File: src/rtl/edo_page_ctrl.sv
module edo_page_ctrl #(
  parameter int ROW_W     = 9,
  parameter int COL_W     = 9,
  parameter int DATA_W    = 8,
  parameter int T_RCD     = 2,
  parameter int T_RP      = 5,
  parameter int T_RC      = 12,
  parameter int T_RAS_MIN = 6,
  parameter int T_RAS_MAX = 7000,
  parameter int T_RAC     = 6,
  parameter int T_CASL    = 2,
  parameter int T_CASH    = 1,
  parameter int T_CSR     = 1,
  parameter int REF_INT   = 1560
) (
  input  logic                   clk,
  input  logic                   rst_n,
  input  logic                   req_valid,
  output logic                   req_ready,
  input  logic                   req_we,
  input  logic [ROW_W+COL_W-1:0] req_addr,
  input  logic [DATA_W-1:0]      req_wdata,
  output logic                   rsp_valid,
  output logic [DATA_W-1:0]      rsp_rdata,
  output logic [ROW_W-1:0]       dram_addr,
  output logic                   dram_ras_n,
  output logic                   dram_cas_n,
  output logic                   dram_we_n,
  output logic                   dram_oe_n,
  output logic [DATA_W-1:0]      dram_dq_out,
  output logic                   dram_dq_oe,
  input  logic [DATA_W-1:0]      dram_dq_in
);

  localparam int ADDR_W  = ROW_W + COL_W;
  localparam int T_PRE   = (T_RP > T_RC - T_RAS_MIN) ? T_RP : T_RC - T_RAS_MIN;
  localparam int T_GUARD = T_CASL + T_CASH + T_RAC + 2;
  localparam int CNT_MAX = T_PRE + T_RAS_MIN + T_RCD + T_CASL + T_CASH + T_CSR;
  localparam int CNT_W   = $clog2(CNT_MAX + 1);
  localparam int RC_W    = $clog2(T_RAS_MAX + 1);
  localparam int PC_W    = $clog2(T_PRE + 1);
  localparam int RT_W    = $clog2(REF_INT);

  localparam logic [CNT_W-1:0] C_RCD  = CNT_W'(T_RCD - 1);
  localparam logic [CNT_W-1:0] C_CASL = CNT_W'(T_CASL - 1);
  localparam logic [CNT_W-1:0] C_CASH = CNT_W'(T_CASH - 1);
  localparam logic [CNT_W-1:0] C_PRE  = CNT_W'(T_PRE - 1);
  localparam logic [CNT_W-1:0] C_CSR  = CNT_W'(T_CSR - 1);
  localparam logic [CNT_W-1:0] C_RFR  = CNT_W'(T_RAS_MIN - 1);
  localparam logic [RC_W-1:0]  RC_SAT   = RC_W'(T_RAS_MAX);
  localparam logic [RC_W-1:0]  RC_CLOSE = RC_W'(T_RAS_MAX - T_GUARD);
  localparam logic [RC_W-1:0]  RC_MIN1  = RC_W'(T_RAS_MIN - 1);
  localparam logic [RC_W-1:0]  RC_MIN   = RC_W'(T_RAS_MIN);
  localparam logic [RC_W-1:0]  RC_RAC   = RC_W'(T_RAC - 1);
  localparam logic [RC_W-1:0]  RC_RCD   = RC_W'(T_RCD);
  localparam logic [PC_W-1:0]  PC_SAT   = PC_W'(T_PRE);
  localparam logic [RT_W-1:0]  RT_INIT  = RT_W'(REF_INT - 1);

  typedef enum logic [2:0] {
    S_IDLE, S_ACT, S_COL, S_CASH, S_OPEN, S_PRE, S_RFC, S_RFR
  } state_t;

  state_t            st;
  logic [CNT_W-1:0]  cnt;
  logic [ROW_W-1:0]  row_q;
  logic [COL_W-1:0]  col_q;
  logic              we_q;
  logic [DATA_W-1:0] wd_q;
  logic [RC_W-1:0]   ras_cnt;
  logic [PC_W-1:0]   pre_cnt;
  logic [RT_W-1:0]   ref_tmr;
  logic              ref_pend;

  logic hit, at_limit, cnt_zero, cas_end, page_ok, accept, can_close;

  assign hit       = req_addr[ADDR_W-1:COL_W] == row_q;
  assign at_limit  = ras_cnt >= RC_CLOSE;
  assign cnt_zero  = cnt == '0;
  assign cas_end   = (st == S_CASH) && cnt_zero && (we_q || ras_cnt >= RC_RAC);
  assign page_ok   = !ref_pend && !at_limit && hit;
  assign can_close = ras_cnt >= RC_MIN1;
  assign req_ready = ((st == S_IDLE) && !ref_pend) ||
                     (((st == S_OPEN) || cas_end) && page_ok);
  assign accept    = req_valid && req_ready;

  assign dram_ras_n  = !((st == S_ACT) || (st == S_COL) || (st == S_CASH) ||
                         (st == S_OPEN) || (st == S_RFR));
  assign dram_cas_n  = !((st == S_COL) || (st == S_RFC) || (st == S_RFR));
  assign dram_we_n   = !((st == S_COL) && we_q);
  assign dram_oe_n   = !(((st == S_COL) || (st == S_CASH)) && !we_q);
  assign dram_dq_oe  = (st == S_COL) && we_q;
  assign dram_dq_out = wd_q;
  assign dram_addr   = ((st == S_COL) || (st == S_CASH)) ? col_q :
                       (st == S_IDLE) ? req_addr[ADDR_W-1:COL_W] : row_q;

  always_ff @(posedge clk) begin
    if (!rst_n) begin
      st        <= S_IDLE;
      cnt       <= '0;
      row_q     <= '0;
      col_q     <= '0;
      we_q      <= 1'b0;
      wd_q      <= '0;
      rsp_valid <= 1'b0;
      rsp_rdata <= '0;
      ref_tmr   <= RT_INIT;
      ref_pend  <= 1'b0;
    end else begin
      rsp_valid <= 1'b0;
      if (!cnt_zero) cnt <= cnt - 1'b1;
      if (accept) begin
        col_q <= req_addr[COL_W-1:0];
        we_q  <= req_we;
        wd_q  <= req_wdata;
      end
      case (st)
        S_IDLE:
          if (ref_pend) begin
            st <= S_RFC; cnt <= C_CSR; ref_pend <= 1'b0;
          end else if (accept) begin
            st <= S_ACT; cnt <= C_RCD; row_q <= req_addr[ADDR_W-1:COL_W];
          end
        S_ACT:
          if (cnt_zero) begin st <= S_COL; cnt <= C_CASL; end
        S_COL:
          if (cnt_zero) begin st <= S_CASH; cnt <= C_CASH; end
        S_CASH:
          if (cas_end) begin
            if (!we_q) begin
              rsp_valid <= 1'b1;
              rsp_rdata <= dram_dq_in;
            end
            if (accept) begin st <= S_COL; cnt <= C_CASL; end
            else st <= S_OPEN;
          end
        S_OPEN:
          if (can_close && (ref_pend || at_limit || (req_valid && !hit))) begin
            st <= S_PRE; cnt <= C_PRE;
          end else if (accept) begin
            st <= S_COL; cnt <= C_CASL;
          end
        S_PRE:
          if (cnt_zero) st <= S_IDLE;
        S_RFC:
          if (cnt_zero) begin st <= S_RFR; cnt <= C_RFR; end
        S_RFR:
          if (cnt_zero) begin st <= S_PRE; cnt <= C_PRE; end
        default: st <= S_IDLE;
      endcase
      if (ref_tmr == '0) begin
        ref_tmr  <= RT_INIT;
        ref_pend <= 1'b1;
      end else begin
        ref_tmr <= ref_tmr - 1'b1;
      end
    end
  end

  always_ff @(posedge clk) begin
    if (!rst_n) begin
      ras_cnt <= '0;
      pre_cnt <= PC_SAT;
    end else begin
      if (dram_ras_n) ras_cnt <= '0;
      else if (ras_cnt != RC_SAT) ras_cnt <= ras_cnt + 1'b1;
      if (!dram_ras_n) pre_cnt <= '0;
      else if (pre_cnt != PC_SAT) pre_cnt <= pre_cnt + 1'b1;
    end
  end

  p_rcd_r3: assert property (@(posedge clk) disable iff (!rst_n)
    ($fell(dram_cas_n) && !dram_ras_n) |-> (ras_cnt >= RC_RCD));

  p_pre_r4: assert property (@(posedge clk) disable iff (!rst_n)
    $fell(dram_ras_n) |-> (pre_cnt >= PC_SAT));

  p_ras_min_r5: assert property (@(posedge clk) disable iff (!rst_n)
    $rose(dram_ras_n) |-> (ras_cnt >= RC_MIN));

  p_ras_max_r5: assert property (@(posedge clk) disable iff (!rst_n)
    !dram_ras_n |-> (ras_cnt < RC_SAT));

  p_hit_r6: assert property (@(posedge clk) disable iff (!rst_n)
    ((st == S_OPEN) && accept) |=> (!dram_ras_n && !dram_cas_n));

  p_rsp_pulse_r8: assert property (@(posedge clk) disable iff (!rst_n)
    rsp_valid |=> !rsp_valid);

  p_wr_strobes_r9: assert property (@(posedge clk) disable iff (!rst_n)
    !dram_we_n |-> (!dram_cas_n && dram_oe_n && dram_dq_oe));

  p_cbr_order_r10: assert property (@(posedge clk) disable iff (!rst_n)
    ($fell(dram_ras_n) && !dram_cas_n) |-> $past(!dram_cas_n));

  p_quiet_r12: assert property (@(posedge clk) disable iff (!rst_n)
    ((dram_ras_n && !dram_cas_n) || $rose(dram_ras_n)) |-> !req_ready);

endmodule

File: config.mk
export PLATFORM = sky130hd
export DESIGN_NAME = edo_page_ctrl
export DESIGN_NICKNAME = d
export VERILOG_FILES = /design/src/rtl/edo_page_ctrl.sv
export SDC_FILE = /design/constraint.sdc
export NUM_CORES = 1
export LEC_CHECK = 0
export CAP_MARGIN = 20
export CORE_AREA = 2 2 97 99
export DETAILED_ROUTE_END_ITERATION = 7
export DIE_AREA = 0 0 99 101
export DONT_BUFFER_PORTS = 1
export HOLD_SLACK_MARGIN = 0.06
export SETUP_SLACK_MARGIN = 0.1
export SYNTH_ARGS = -nofsm -noshare
export SYNTH_HDL_FRONTEND = slang
export SYNTH_SLANG_ARGS = --single-unit
File: constraint.sdc
create_clock -name clk -period 5.2 [get_ports clk]
set_input_delay 1.04 -clock clk [delete_from_list [all_inputs] [get_ports clk]]
set_output_delay 1.04 -clock clk [all_outputs]
set_load 0.1 [all_outputs]
; After elaboration in Yosys (flattened, before gate mapping)
; Cells that the tools add are included.
[word_totals]
regBits = 69
in_bits = 38
out_inout_bits = 32
elab_cells = 104
[classes]
n_addsub = 3
magnitude_cmp = 2
eq_ne = 17
mux = 26
bitwise = 3
n_reduce_logical = 42
[op_table]
columns = operator, count
row1 = $mux 5, 8
row2 = $mux 3, 11
row3 = $pmux 5 s6, 1
row4 = $pmux 3 s8, 1
row5 = $mux 9, 2
row6 = $add 13x1->13 const B, 1
row7 = $ge 13x13->1 const B, 1
row8 = $ge 13x3->1 const B, 1
row9 = $ne 13x13->1 const B, 1
row10 = $eq 3x3->1 const B, 4
row11 = $logic_or 1x1->1, 12
row12 = $ne 2x2->1 const B, 6
row13 = $logic_and 1x1->1, 11
row14 = $logic_not 11->1, 1
row15 = $sub 11x1->11 const B, 1
row16 = $eq 9x9->1, 1
row17 = $reduce_and 3->1, 3
row18 = $logic_not 1->1, 8
row19 = $reduce_and 8->1, 1
row20 = $eq 3x2->1 const B, 2
row21 = $logic_not 5->1, 1
row22 = $sub 5x1->5 const B, 1
row23 = $reduce_or 2->1, 2
row24 = $eq 3x1->1 const B, 1
row25 = other kinds (7), 11

; Logic depth before layout (Yosys ltp)
; Gate-level depths: netlist of run 1.
[logic_depth]
ltp_word = 10
ltp_mapped = 12
ltp_nobuf = 10

; Worst setup path before layout of run 1
; No wires, ideal clock.
[synth_timing]
path_type = input port to output port
start = in req_addr[17]
end = out dram_addr[8]
t_arrival_ns = 3.327
required_time_ns = 4.160
path_slack_ns = 0.833
stages = 3
path_buffers = 0
path_cell_list = and3_1 -> a21oi_1 -> o21ai_0
[synth_between]
elab_chain_cells = 2
[synth_lines]
columns = item, line
row1 = start: declaration, 21  ; input logic [ROW_W+COL_W-1:0] req_addr,
row2 = $mux 9, 94  ; (st == S_IDLE) ? req_addr[ADDR_W-1:COL_W] : row_q;
row3 = $mux 9, 93  ; assign dram_addr = ((st == S_COL) || (st == S_CASH)) ? col_q :
row4 = end: declaration, 25  ; output logic [ROW_W-1:0] dram_addr,
; Every way passes these cells.

; Final worst setup path of run 1
[layout_timing]
start = reg st[1]
end = out dram_addr[7]
[layout_between]
elab_chain_cells = 3
elab_cells_between_ends = 6
classes_between = 2 x eq/ne / 2 x mux / 2 x reduce/logical
[layout_lines]
columns = item, line
row1 = start: declaration, 63  ; state_t st;
row2 = start signal: assignment, 98  ; st <= S_IDLE;
row3 = start signal: assignment, 119  ; st <= S_RFC; cnt <= C_CSR; ref_pend <= 1'b0;
row4 = start signal: assignment, 121  ; st <= S_ACT; cnt <= C_RCD; row_q <= req_addr[ADDR_W-1:COL_W];
row5 = $logic_not 3->1 or $eq 3x2->1 (tied branches), "94, 93"
row6 = $mux 9 or $logic_or 1x1->1 (tied branches), "94, 93"
row7 = $mux 9 *, 93
; Every way passes the cells marked *; elsewhere a longest branch is shown, timed or not.

==> results.tsv, run 1 <==
metric	value	unit
status	finished clean	
measured slew at the worst slew-check pin	1.133	ns
Congestion Overflow GR	0	
Nets	464	
layout cells sized above 1	0.1040	
vias in the first global route	2812	
Layout area overhead	10.50	%
Hold/Removal Path Class	register to register	
Final Cell Area	0.003846	mm2
cts repair resizes	0	
critical path fanouts, max	26	
Mapped Area	0.003481	mm2
Required @ worst endpoint	4.16	ns
Hold WS	0.4152	ns
final worst path period share	0.7325	
Top delay family on crit path	compound AO/OA/AOI/OAI gates	
Fillers	910	
Yosys top cell by area	dfxtp_1	
worst setup path start	st[1]	
post-CTS setup buffers	0	
IO Port Bufs	0	
crit path cell chain	nor2_1, a22oi_1, o21ai_2	
final setup TNS	0	ns
Static Leak	1.468	nW
die area	0.009999	mm2
overall routing resource usage	0.1632	
initial core utilization	0.3877	
reg2reg setup slack	2.40	ns
root buf cell	clkbuf_8	
DIE WIDTH	99	um
Max Freq	0.2625	GHz
DRT antenna net count	0	
CP endpoint kind	primary output	
maximum clock insertion buffer count	2	
unrepaired setup endpoints after global routing	false	
Via density	5.483	
largest net degree at the start of global routing	41	
Max IR drop VDD	0.2726	mV
Remaining DRCs	0	
main area contributors after synthesis	dfxtp_1, mux2i_1, nand2_1, nor2_1, xnor2_1	
Pwr Total	2.456	mW
Seq cells post-synth	69	
CP Class	register to primary output	
First-pass DRT Iterations	4	
Async S/R FF share, synth	0	
top cell type's share of synthesized area	0.3968	
CTS Buf Count	9	
stages on the worst setup path	3	
H-tree depth	3	
Power Dens Cells	638.6	mW/mm2
syn_area_per_cell	8.327	um2
Arrival @ worst endpoint	2.77	ns
setup skew after layout	0.009818	ns
insertion delay to the later sink of the worst-skew pair	0.35	ns
Die Y	101	um
Vias	2928	
Seq/Total Area, Yosys	0.3968	
Setup-failing EPs final	0	
CTS tree	built	
Max stage delay on crit path	0.91	ns
Reg clk slew, reported paths	0.07	ns
multi-input logic area	0.002006	mm2
Worst Reg-to-Reg Cells	6	
DRT iter0 DRCs	113	
worst setup path endpoint	dram_addr[7]	
MaxCap Viol Count	0	
Crit-path slowest cell	o21ai_2	
initial antenna violation count	0	
# hold bufs at CTS	0	
min cycle time layout	3.809	ns
Post-synth top cells	dfxtp_1, nand2_1, nor2_1	
first-pass GRT wire length	13.17	mm
Inserted Diodes	0	
relative slew slack	0.2443	
post-layout util	0.4284	
IO Pins	70	
routed len/inst	14.95	um
register area	0.001381	mm2
ys flop type	dfxtp_1	
worst flop-to-flop path endpoint	cnt[1]	
core area	0.008977	mm2
Unique masters post-synth	51	
WL final	7.982	mm
syn nets	464	
Hold Fails Final Rpt	0	
Max Slew Vio Count	0	
Warnings, synthesis	0	
cell count after synthesis	418	
Reg-to-Reg Start	st[1]	
Worst setup SP type	register	
Final Wtd Congestion	0.8395	
dpl hpwl	5.826	mm
Rows	35	
Post-DP Area	0.003616	mm2
most common cell in the netlist	dfxtp_1	
worst path bufs/invs	0	
EDFF count, synth	0	
clock tree sinks	69	
==> layer usage <==
metal  track usage  vias to the layer above  share of wire
met2        0.2505                       72           0.46
li1              -                     1460              -
met4       0.05163                        0          0.012
met1        0.2201                     1387           0.48
met5             0                        -              0
met3       0.04924                        9          0.047
==> registers in the layout, summed over array words and instances (netlist names) <==
signal and flops:
ras_cnt 13, we_q 1, ref_tmr 11, dram_dq_out 8
ref_pend 1, rsp_rdata 8, st 3, rsp_valid 1
cnt 5, row_q 9, col_q 9
==> layout make-up <==
cell class | count | area share
clock buffers | 10 | 0.03318
clock inverters | 6 | 0.01854
inverters | 14 | 0.01366
multi-input cells | 317 | 0.5215
flip-flops and latches | 69 | 0.3591
well taps | 111 | 0.03611
repair buffers | 7 | 0.01789
==> cells in the final DEF, fill, tap and decap left out, types with 3 or more instances in the layout <==
cell | synthesis | routed
nand3_1 | 9 | 9
inv_1 | 12 | 12
a22oi_1 | 9 | 9
nand3b_1 | 3 | 3
a21oi_1 | 25 | 24
nand4_1 | 5 | 5
dfxtp_1 | 69 | 69
nand2_1 | 57 | 57
nand2b_1 | 3 | 3
nor3_1 | 14 | 14
ha_1 | 8 | 8
nor2_1 | 56 | 56
o21ai_2 | 1 | 12
a21o_1 | 3 | 3
clkbuf_8 | 0 | 9
xnor2_1 | 19 | 19
o21ai_1 | 6 | 5
mux2i_1 | 27 | 27
and2_1 | 4 | 4
xor2_1 | 9 | 9
o21ai_0 | 19 | 9
o31ai_1 | 6 | 6
or3_1 | 3 | 3
buf_4 | 1 | 5
==> worst min-delay path by stage <==
| stage | from | to | slack, ns | cells past startpoint |
|---|---|---|---|---|
| final | ref_tmr[0] | ref_tmr[0] | 0.42 | 1 |
| after global placement | ref_tmr[0] | ref_tmr[0] | 0.40 | 1 |
| after CTS | ref_tmr[0] | ref_tmr[0] | 0.42 | 1 |
| after floorplan | ref_tmr[0] | ref_tmr[0] | 0.38 | 1 |
| after detailed placement | ref_tmr[0] | ref_tmr[0] | 0.40 | 1 |
| after global routing | ref_tmr[0] | ref_tmr[0] | 0.46 | 1 |
==> stage by stage <==
step / std cells / setup WS (ns)
after floorplan: 418 / 0.8332
final: 534 / 1.391
after detailed placement: 516 / 1.781
after CTS: 532 / 1.401
after global routing: 534 / 1.198
after global placement: 516 / 1.847
==> where the power goes <==
| group | internal [mW] | switching, mW | leakage, nW |
|---|---|---|---|
| combinational | 0.344 | 0.846 | 0.813 |
| sequential | 0.609 | 0.223 | 0.562 |
| clock | 0.226 | 0.209 | 0.0935 |
| total | 1.18 | 1.28 | 1.47 |
==> worst reg2reg max path, stage by stage, from the launching register on <==
cell and delay, ns:
dfxtp_1 0.93, nor2_1 0.40, o21ai_1 0.36, a21boi_2 0.13, and2_4 0.30, o2111a_1 0.18, a2111oi_1 0.37
==> kinds of logic (layout without fill, tap and decap cells) <==
kind of cell | count (synthesis) | count (layout) | share of synthesized area
buffers and inverters | 32 | 37 | 0.03990
xor gates and xnor gates | 28 | 28 | 0.07045
adders and majority gates | 8 | 8 | 0.02876
muxes | 27 | 27 | 0.07764
AOI/OAI and AO/OA | 85 | 85 | 0.1560
DFF | 69 | 69 | 0.3968
and+or+nand+nor | 169 | 169 | 0.2304
Note: power is estimated with default switching activity, not from simulation.
==> run 2: changes to the inputs <==
- clock period: 5.2 -> 3.78 ns (I/O delays scaled with it)
==> results.tsv, run 2 (synthesis results as in run 1) <==
metric	value	unit
Layout area overhead	12.94	%
root buf cell	clkbuf_8	
max reg flops	13	
DRT antenna net count	0	
Final Cell Area	0.003931	mm2
first-pass GRT wire length	13.41	mm
leading registers by flop count	ras_cnt (13), ref_tmr (11)	
Die Y	101	um
CTS tree	built	
Fillers	908	
core area	0.008977	mm2
Nets	477	
multi-input logic area	0.002006	mm2
cts repair resizes	0	
H-tree depth	3	
Reg clk slew, reported paths	0.08	ns
Final Wtd Congestion	0.9094	
insertion delay to the later sink of the worst-skew pair	0.35	ns
Vias	2918	
Arrival @ worst endpoint	2.33	ns
register area	0.001381	mm2
overall routing resource usage	0.1665	
post-CTS setup buffers	0	
setup slack at placement	0.9516	ns
WL final	8.047	mm
CP endpoint kind	primary output	
min cycle time layout	3.085	ns
Hold WS	0.4219	ns
final setup TNS	0	ns
vias in the first global route	2782	
Post-DP Area	0.003714	mm2
Rows	35	
Pwr Total	3.453	mW
Via density	5.335	
Worst setup SP type	register	
Max Slew Vio Count	0	
Inserted Diodes	0	
most common cell after layout, fill and taps aside	dfxtp_1	
measured slew at the worst slew-check pin	0.9847	ns
IO Port Bufs	0	
Max IR drop VDD	0.3580	mV
Remaining DRCs	0	
DRT iter0 DRCs	131	
CTS Buf Count	9	
die area	0.009999	mm2
Hold/Removal Path Class	register to register	
layout cells sized above 1	0.1330	
initial antenna violation count	0	
clock tree sinks	69	
final worst path period share	0.8161	
unrepaired setup endpoints after global routing	false	
Static Leak	1.531	nW
# hold bufs at CTS	0	
IO Pins	70	
Hold Fails Final Rpt	0	
Required @ worst endpoint	3.02	ns
MaxCap Viol Count	0	
worst setup margin	0.6952	ns
Setup-failing EPs final	0	
DIE WIDTH	99	um
relative slew slack	0.3426	
critical path fanouts, max	6	
routed len/inst	14.71	um
Congestion Overflow GR	0	
dpl hpwl	5.797	mm
Most flops, register	ras_cnt	
status	finished clean	
setup skew after layout	0.01184	ns
initial core utilization	0.3877	
First-pass DRT Iterations	5	
maximum clock insertion buffer count	2	
CP Class	register to primary output	
commonest non-fill, non-tap cells in the layout	dfxtp_1, nand2_1, nor2_1	
largest net degree at the start of global routing	41	
Max Freq	0.3242	GHz
Power Dens Cells	878.2	mW/mm2
## run 2: final cells by class
cell class	instances	area share
Clock inverter	7	0.01591
Inverter	14	0.01337
Sequential cell	69	0.3514
Tap cell	111	0.03533
Multi-Input combinational cell	317	0.5102
Timing Repair Buffer	20	0.04233
Clock buffer	9	0.03151
## run 2: per-layer routing
layer | part of all wire | wire [um] | vias to the layer above | GRT usage
li1 | - | - | 1478 | -
met1 | 0.48 | 3890 | 1348 | 0.2296
met2 | 0.45 | 3647 | 83 | 0.2510
met3 | 0.050 | 399 | 9 | 0.03953
met4 | 0.014 | 110 | 0 | 0.06639
met5 | 0 | 0 | - | 0
## run 2: final timing paths
check	start	end	slack (ns)	cells past startpoint
setup / recovery	ras_cnt[1]	req_ready	0.70	7
hold / removal	ref_tmr[0]	ref_tmr[0]	0.42	1
setup reg to reg	ras_cnt[1]	cnt[1]	1.07	9
hold reg to reg	ref_tmr[0]	ref_tmr[0]	0.42	1
## run 2: power breakdown
group          total [mW]  switching, mW  internal [mW]
logic                1.77           1.21          0.559
registers            1.10          0.266          0.837
clock network       0.577          0.324          0.253
## run 2: per-stage QoR
stage / instances / utilization
floorplan: 418 / -
global route: 547 / 0.4379
CTS: 545 / 0.4344
finish: 547 / 0.4379
detailed placement: 529 / 0.4137
global placement: 529 / 0.4137
## run 2: critical path: stages (launching register included)
cell and delay [ns]:
dfxtp_1 0.42, inv_1 0.12, ha_1 0.21, o31ai_1 0.35, nand4_2 0.29, o21ai_2 0.27, a21oi_2 0.08, buf_4 0.24
